## src/rtl/pllcalc_pkg.sv

```systemverilog
package pllcalc_pkg;

    typedef enum logic [2:0] {
        ST_IDLE,
        ST_DIV_A,
        ST_DIV_B,
        ST_SCALE,
        ST_DIV_C,
        ST_FIN
    } calc_state_e;

    // Strap table of the older variant, in MHz
    function automatic logic [9:0] strap_mhz(input logic ref25, input logic [1:0] code);
        logic [9:0] v;
        case ({ref25, code})
            3'b000: v = 10'd384;
            3'b001: v = 10'd360;
            3'b010: v = 10'd336;
            3'b011: v = 10'd408;
            3'b100: v = 10'd400;
            3'b101: v = 10'd375;
            3'b110: v = 10'd350;
            default: v = 10'd425;
        endcase
        return v;
    endfunction

endpackage

```

## src/rtl/pllcalc_ref_sel.sv

```systemverilog
module pllcalc_ref_sel #(
    parameter int REG_W     = 32,
    parameter int HZ_W      = 32,
    parameter int REF25_BIT = 23,
    parameter int REF48_BIT = 18
) (
    input  logic [REG_W-1:0] strap,
    output logic [HZ_W-1:0]  ref_hz,
    output logic             is_25m
);
    localparam logic [HZ_W-1:0] F24 = HZ_W'(24_000_000);
    localparam logic [HZ_W-1:0] F25 = HZ_W'(25_000_000);
    localparam logic [HZ_W-1:0] F48 = HZ_W'(48_000_000);

    always_comb begin
        is_25m = strap[REF25_BIT];
        if (strap[REF25_BIT])      ref_hz = F25;
        else if (strap[REF48_BIT]) ref_hz = F48;
        else                       ref_hz = F24;
    end
endmodule

```

## src/rtl/pllcalc_operands.sv

```systemverilog
module pllcalc_operands
    import pllcalc_pkg::*;
#(
    parameter int REG_W     = 32,
    parameter int HZ_W      = 32,
    parameter int OFF_BIT   = 24,
    parameter int BYP_BIT   = 20,
    parameter int PRG_BIT   = 18,
    parameter int SEL_LO    = 8
) (
    input  logic             variant,
    input  logic [REG_W-1:0] cfg,
    input  logic [REG_W-1:0] strap,
    input  logic             is_25m,
    output logic [HZ_W-1:0]  num_a,
    output logic [HZ_W-1:0]  den_a,
    output logic [HZ_W-1:0]  den_b,
    output logic             od,
    output logic             pll_off,
    output logic             bypass,
    output logic             use_table,
    output logic [HZ_W-1:0]  table_hz
);
    localparam logic [HZ_W-1:0] MEGA = HZ_W'(1_000_000);

    // older layout
    logic [5:0] o_n;
    logic [3:0] o_d;
    // newer layout
    logic [5:0] w_p;
    logic [7:0] w_m;
    logic [4:0] w_n;

    always_comb begin
        o_n = cfg[10:5];
        o_d = cfg[3:0];
        w_p = cfg[18:13];
        w_m = cfg[12:5];
        w_n = cfg[4:0];

        pll_off   = cfg[OFF_BIT];
        bypass    = cfg[BYP_BIT];
        use_table = !variant && !cfg[PRG_BIT];
        table_hz  = HZ_W'(strap_mhz(is_25m, strap[SEL_LO +: 2])) * MEGA;

        if (variant) begin
            num_a = HZ_W'(w_m) + HZ_W'(1);
            den_a = HZ_W'(w_n) + HZ_W'(1);
            den_b = HZ_W'(w_p) + HZ_W'(1);
            od    = 1'b0;
        end else begin
            num_a = HZ_W'(o_n) + HZ_W'(2);
            den_a = HZ_W'(o_d) + HZ_W'(1);
            den_b = HZ_W'(1);
            od    = cfg[4];
        end
    end
endmodule

```

## src/rtl/pllcalc_divider.sv

```systemverilog
module pllcalc_divider #(
    parameter int W = 32
) (
    input  logic         clk,
    input  logic         rst_n,
    input  logic         go,
    input  logic [W-1:0] dividend,
    input  logic [W-1:0] divisor,
    output logic [W-1:0] quotient,
    output logic         valid
);
    localparam int CW = $clog2(W + 1);

    typedef struct packed {
        logic [W-1:0]  rem;
        logic [W-1:0]  quo;
        logic [CW-1:0] cnt;
        logic          valid;
    } div_regs_t;

    div_regs_t r_d, r_q;
    logic [W:0] trial;

    always_comb begin
        r_d       = r_q;
        r_d.valid = 1'b0;
        trial     = {r_q.rem, r_q.quo[W-1]};
        if (go) begin
            r_d.rem = '0;
            r_d.quo = dividend;
            r_d.cnt = CW'(W);
        end else if (r_q.cnt != '0) begin
            if (trial >= {1'b0, divisor}) begin
                r_d.rem = W'(trial - {1'b0, divisor});
                r_d.quo = {r_q.quo[W-2:0], 1'b1};
            end else begin
                r_d.rem = trial[W-1:0];
                r_d.quo = {r_q.quo[W-2:0], 1'b0};
            end
            r_d.cnt   = r_q.cnt - CW'(1);
            r_d.valid = (r_q.cnt == CW'(1));
        end
    end

    always_ff @(posedge clk or negedge rst_n) begin
        if (!rst_n) r_q <= '0;
        else        r_q <= r_d;
    end

    assign quotient = r_q.quo;
    assign valid    = r_q.valid;
endmodule

```

## src/rtl/pll_freq_calc.sv

```systemverilog
module pll_freq_calc
    import pllcalc_pkg::*;
#(
    parameter int REG_W     = 32,
    parameter int HZ_W      = 32,
    parameter int OFF_BIT   = 24,
    parameter int BYP_BIT   = 20,
    parameter int PRG_BIT   = 18,
    parameter int SEL_LO    = 8,
    parameter int REF25_BIT = 23,
    parameter int REF48_BIT = 18,
    parameter int DIVSEL_LO = 23,
    parameter int DIVSEL_W  = 3
) (
    input  logic             clk,
    input  logic             rst_n,
    input  logic             start,
    input  logic             variant,
    input  logic [REG_W-1:0] strap,
    input  logic [REG_W-1:0] pll_cfg,
    input  logic [REG_W-1:0] clk_sel,
    output logic [HZ_W-1:0]  ref_hz,
    output logic [HZ_W-1:0]  pll_hz,
    output logic [HZ_W-1:0]  bus_hz,
    output logic             done
);
    typedef struct packed {
        calc_state_e      st;
        logic             kick;
        logic             variant;
        logic [REG_W-1:0] strap;
        logic [REG_W-1:0] cfg;
        logic [REG_W-1:0] csel;
        logic [HZ_W-1:0]  quo;
        logic [HZ_W-1:0]  pll_w;
        logic [HZ_W-1:0]  ref_o;
        logic [HZ_W-1:0]  pll_o;
        logic [HZ_W-1:0]  bus_o;
        logic             go;
        logic             done;
    } calc_regs_t;

    calc_regs_t r_d, r_q;

    logic [HZ_W-1:0] ref_c, num_a, den_a, den_b, table_hz;
    logic            is_25m, od, pll_off, bypass, use_table;
    logic [HZ_W-1:0] div_num, div_den, div_q;
    logic            div_valid;
    logic [HZ_W-1:0] mult;

    pllcalc_ref_sel #(
        .REG_W(REG_W), .HZ_W(HZ_W), .REF25_BIT(REF25_BIT), .REF48_BIT(REF48_BIT)
    ) u_ref (
        .strap (r_q.strap),
        .ref_hz(ref_c),
        .is_25m(is_25m)
    );

    pllcalc_operands #(
        .REG_W(REG_W), .HZ_W(HZ_W), .OFF_BIT(OFF_BIT), .BYP_BIT(BYP_BIT),
        .PRG_BIT(PRG_BIT), .SEL_LO(SEL_LO)
    ) u_ops (
        .variant  (r_q.variant),
        .cfg      (r_q.cfg),
        .strap    (r_q.strap),
        .is_25m   (is_25m),
        .num_a    (num_a),
        .den_a    (den_a),
        .den_b    (den_b),
        .od       (od),
        .pll_off  (pll_off),
        .bypass   (bypass),
        .use_table(use_table),
        .table_hz (table_hz)
    );

    pllcalc_divider #(.W(HZ_W)) u_div (
        .clk     (clk),
        .rst_n   (rst_n),
        .go      (r_q.go),
        .dividend(div_num),
        .divisor (div_den),
        .quotient(div_q),
        .valid   (div_valid)
    );

    always_comb begin
        case (r_q.st)
            ST_DIV_A: begin div_num = num_a;   div_den = den_a; end
            ST_DIV_B: begin div_num = r_q.quo; div_den = den_b; end
            default:  begin
                div_num = r_q.pll_w;
                div_den = HZ_W'(r_q.csel[DIVSEL_LO +: DIVSEL_W]) + HZ_W'(1);
            end
        endcase

        if (bypass)
            mult = HZ_W'(1);
        else if (!r_q.variant && !od)
            mult = {r_q.quo[HZ_W-2:0], 1'b0};
        else
            mult = r_q.quo;
    end

    always_comb begin
        r_d      = r_q;
        r_d.go   = 1'b0;
        r_d.done = 1'b0;
        case (r_q.st)
            ST_IDLE: begin
                if (start || r_q.kick) begin
                    r_d.kick    = 1'b0;
                    r_d.variant = variant;
                    r_d.strap   = strap;
                    r_d.cfg     = pll_cfg;
                    r_d.csel    = clk_sel;
                    r_d.go      = 1'b1;
                    r_d.st      = ST_DIV_A;
                end
            end
            ST_DIV_A: begin
                if (div_valid) begin
                    r_d.quo = div_q;
                    r_d.go  = 1'b1;
                    r_d.st  = ST_DIV_B;
                end
            end
            ST_DIV_B: begin
                if (div_valid) begin
                    r_d.quo = div_q;
                    r_d.st  = ST_SCALE;
                end
            end
            ST_SCALE: begin
                if (pll_off)        r_d.pll_w = '0;
                else if (use_table) r_d.pll_w = table_hz;
                else                r_d.pll_w = ref_c * mult;
                r_d.go = 1'b1;
                r_d.st = ST_DIV_C;
            end
            ST_DIV_C: begin
                if (div_valid) begin
                    r_d.quo = div_q;
                    r_d.st  = ST_FIN;
                end
            end
            default: begin
                r_d.ref_o = ref_c;
                r_d.pll_o = r_q.pll_w;
                r_d.bus_o = r_q.variant ? (r_q.quo >> 2) : (r_q.quo >> 1);
                r_d.done  = 1'b1;
                r_d.st    = ST_IDLE;
            end
        endcase
    end

    always_ff @(posedge clk or negedge rst_n) begin
        if (!rst_n) begin
            r_q      <= '0;
            r_q.st   <= ST_IDLE;
            r_q.kick <= 1'b1;
        end else begin
            r_q <= r_d;
        end
    end

    assign ref_hz = r_q.ref_o;
    assign pll_hz = r_q.pll_o;
    assign bus_hz = r_q.bus_o;
    assign done   = r_q.done;

    logic             calc_busy;
    logic             cap_off;
    logic [REG_W-1:0] cap_cfg;
    assign calc_busy = (r_q.st != ST_IDLE);
    assign cap_off   = r_q.cfg[OFF_BIT];
    assign cap_cfg   = r_q.cfg;
endmodule

```

## config.mk

```make
export PLATFORM = sky130hd
export DESIGN_NAME = pll_freq_calc
export DESIGN_NICKNAME = d
export VERILOG_FILES = /design/src/rtl/pllcalc_pkg.sv /design/src/rtl/pllcalc_ref_sel.sv /design/src/rtl/pllcalc_operands.sv /design/src/rtl/pllcalc_divider.sv /design/src/rtl/pll_freq_calc.sv
export SDC_FILE = /design/constraint.sdc
export NUM_CORES = 1
export LEC_CHECK = 0
export CORE_ASPECT_RATIO = 0.75
export CORE_MARGIN = 2
export CORE_UTILIZATION = 40
export DETAILED_ROUTE_END_ITERATION = 16
export HOLD_SLACK_MARGIN = 0.1
export SKIP_CTS_REPAIR_TIMING = 1
export SYNTH_ARGS = -nofsm -noshare
export SYNTH_HDL_FRONTEND = slang
export SYNTH_HIERARCHICAL = 1
export SYNTH_SLANG_ARGS = --single-unit
export TNS_END_PERCENT = 5
```

## constraint.sdc

```tcl
create_clock -name clk -period 11.3 [get_ports clk]
set_input_delay 2.26 -clock clk [delete_from_list [all_inputs] [get_ports clk]]
set_output_delay 2.26 -clock clk [all_outputs]
set_load 0.02 [all_outputs]
```

==> flow_summary.json <==
{
  "cp_common_cell": "fa_1",
  "syn_area_um2": 34450,
  "area_growth_pct": 5.930,
  "dp_cells": 4859,
  "synthCells": 3893,
  "clk_pin_slew_ns": 0.07,
  "critPathLaunchType": "register",
  "cts_tree": "done",
  "diodes": 0,
  "vdd_drop_max_v": 0.00008748,
  "antenna_found_initial": 5,
  "vias": 25212,
  "rsz0062_at_grt": "false",
  "cp.arrival_ns": 10.67,
  "power_density_nw_per_um2": 89.94,
  "mostFrequentLayoutCell": "nand2_1",
  "drt_iter0_drc": 2061,
  "grt_first_pass_wirelength_um": 153600,
  "row_count": 93,
  "postSynthAreaPerCell_um2": 8.850,
  "max-clock-path-buffers": 3,
  "seq_area_um2": 6639,
  "maxCapViolCount": 0,
  "final_cell_area_um2": 36500,
  "grt_usage": 0.2238,
  "outcome": "completed",
  "maxSlewViolCount": 0,
  "setup_viol": 0,
  "critical_path.max_stage_delay_ns": 0.82,
  "initial_core_util": 0.4023,
  "detail-route-antenna-nets": 0,
  "die_w_um": 342.9,
  "numCtsBuffers": 30,
  "htreeDepth": 1,
  "clk_latency_ns": 0.63,
  "most-common-layout-cells": "nand2_1 (633), inv_1 (535), fa_1 (418)",
  "dp_slack_ns": 1.231,
  "clock-sinks": 265,
  "tightest_slew_ns": 1.107,
  "stdcell_count": 4914,
  "vias_per_cell": 5.131,
  "path_class": "register to register",
  "finalSetupTns_ns": 0,
  "multi_input_area_um2": 23620,
  "period_needed_ns": 10.17,
  "maxSlewHeadroom": 0.2619,
  "drive_gt1_frac": 0.06041,
  "die_area_um2": 88520,
  "final_util": 0.4262,
  "die_h_um": 258.2,
  "ctsRootBufferMaster": "clkbuf_16",
  "ys_warn_count": 6,
  "finalWirelength_um": 96990,
  "place.detailed.hpwl_um": 71630,
  "n_fill_cell": 8616,
  "cp_slowest_cell": "mux2i_2",
  "fp.coreArea_um2": 85640,
  "setup_slack_ns": 1.134,
  "period_share": 0.8996,
  "first_global_vias": 25557,
  "nNetsFinal": 4480,
  "required_ns": 11.80,
  "overflow": 0,
  "final_hold_viol_count": 0,
  "cp-end-kind": "register",
  "leakagePower_nw": 17.84,
  "p_total_mw": 3.283,
  "place_congestion": 0.8682,
  "worstHoldPathType": "register to register",
  "first_pass_iters": 7,
  "postPlaceCellArea_um2": 35350,
  "wire_per_inst_um": 19.74,
  "io_buffers": 127,
  "hold_slack_ns": 0.4617,
  "ios": 197,
  "drc": 0,
  "finClkSkew_ns": 0.03251,
  "path_max_fanout": 38,
  "fmax_mhz": 98.37,
  "grt_start_max_net_pins": 151
}
==> routing by layer <==
layer	share of wire	track usage	vias to the layer above
met1	0.49	0.3431	12569
met3	0.11	0.08083	93
li1	-	-	11695
met2	0.39	0.3028	855
met4	0.013	0.03190	0
met5	0	0	-
==> worst max-delay path, delay by kind of cell, from the launching register on <==
family,cells,cell delay (ns)
fa+ha+maj,9,4.00
compound gates,6,1.87
simple gates,5,1.29
buf+inv,8,1.07
mux,1,0.82
flops,1,0.66
xor+xnor,1,0.30
==> worst paths after layout <==
path | start | end | slack, ns | depth (start not counted)
setup / recovery | r_q[258] | r_q[129] | 1.13 | 30
hold / removal | r_q[259] | r_q[259] | 0.46 | 1
setup reg to reg | r_q[258] | r_q[129] | 1.13 | 30
hold reg to reg | r_q[259] | r_q[259] | 0.46 | 1
max in group asynchronous | rst_n | ref_hz[16] | 8.13 | 2
min in group asynchronous | rst_n | pll_hz[20] | 1.73 | 1
==> sequential cells by signal, summed over array words and instances (netlist names) <==
name,cells
bus_hz,31
cap_cfg,21
done,1
pll_hz,32
r_q,77
ref_hz,32
u_div/quotient,32
u_div/r_q,38
u_div/valid,1
==> layout make-up <==
type,count,share of cell area
timing repair buffer,174,0.04498
inverter,539,0.05543
tap,1140,0.03908
sequential,265,0.1819
clock inverter,20,0.009667
clock buffer,35,0.02191
multi-input combinational,2741,0.6470
==> where the power goes <==
group          leakage [nW]  internal (mW)  switching [mW]
sequential             3.42          0.961          0.0221
combinational          13.9          0.442           0.699
clock                 0.563          0.695           0.462
total                  17.8           2.10            1.18
Power figures use the tool's default switching activity.
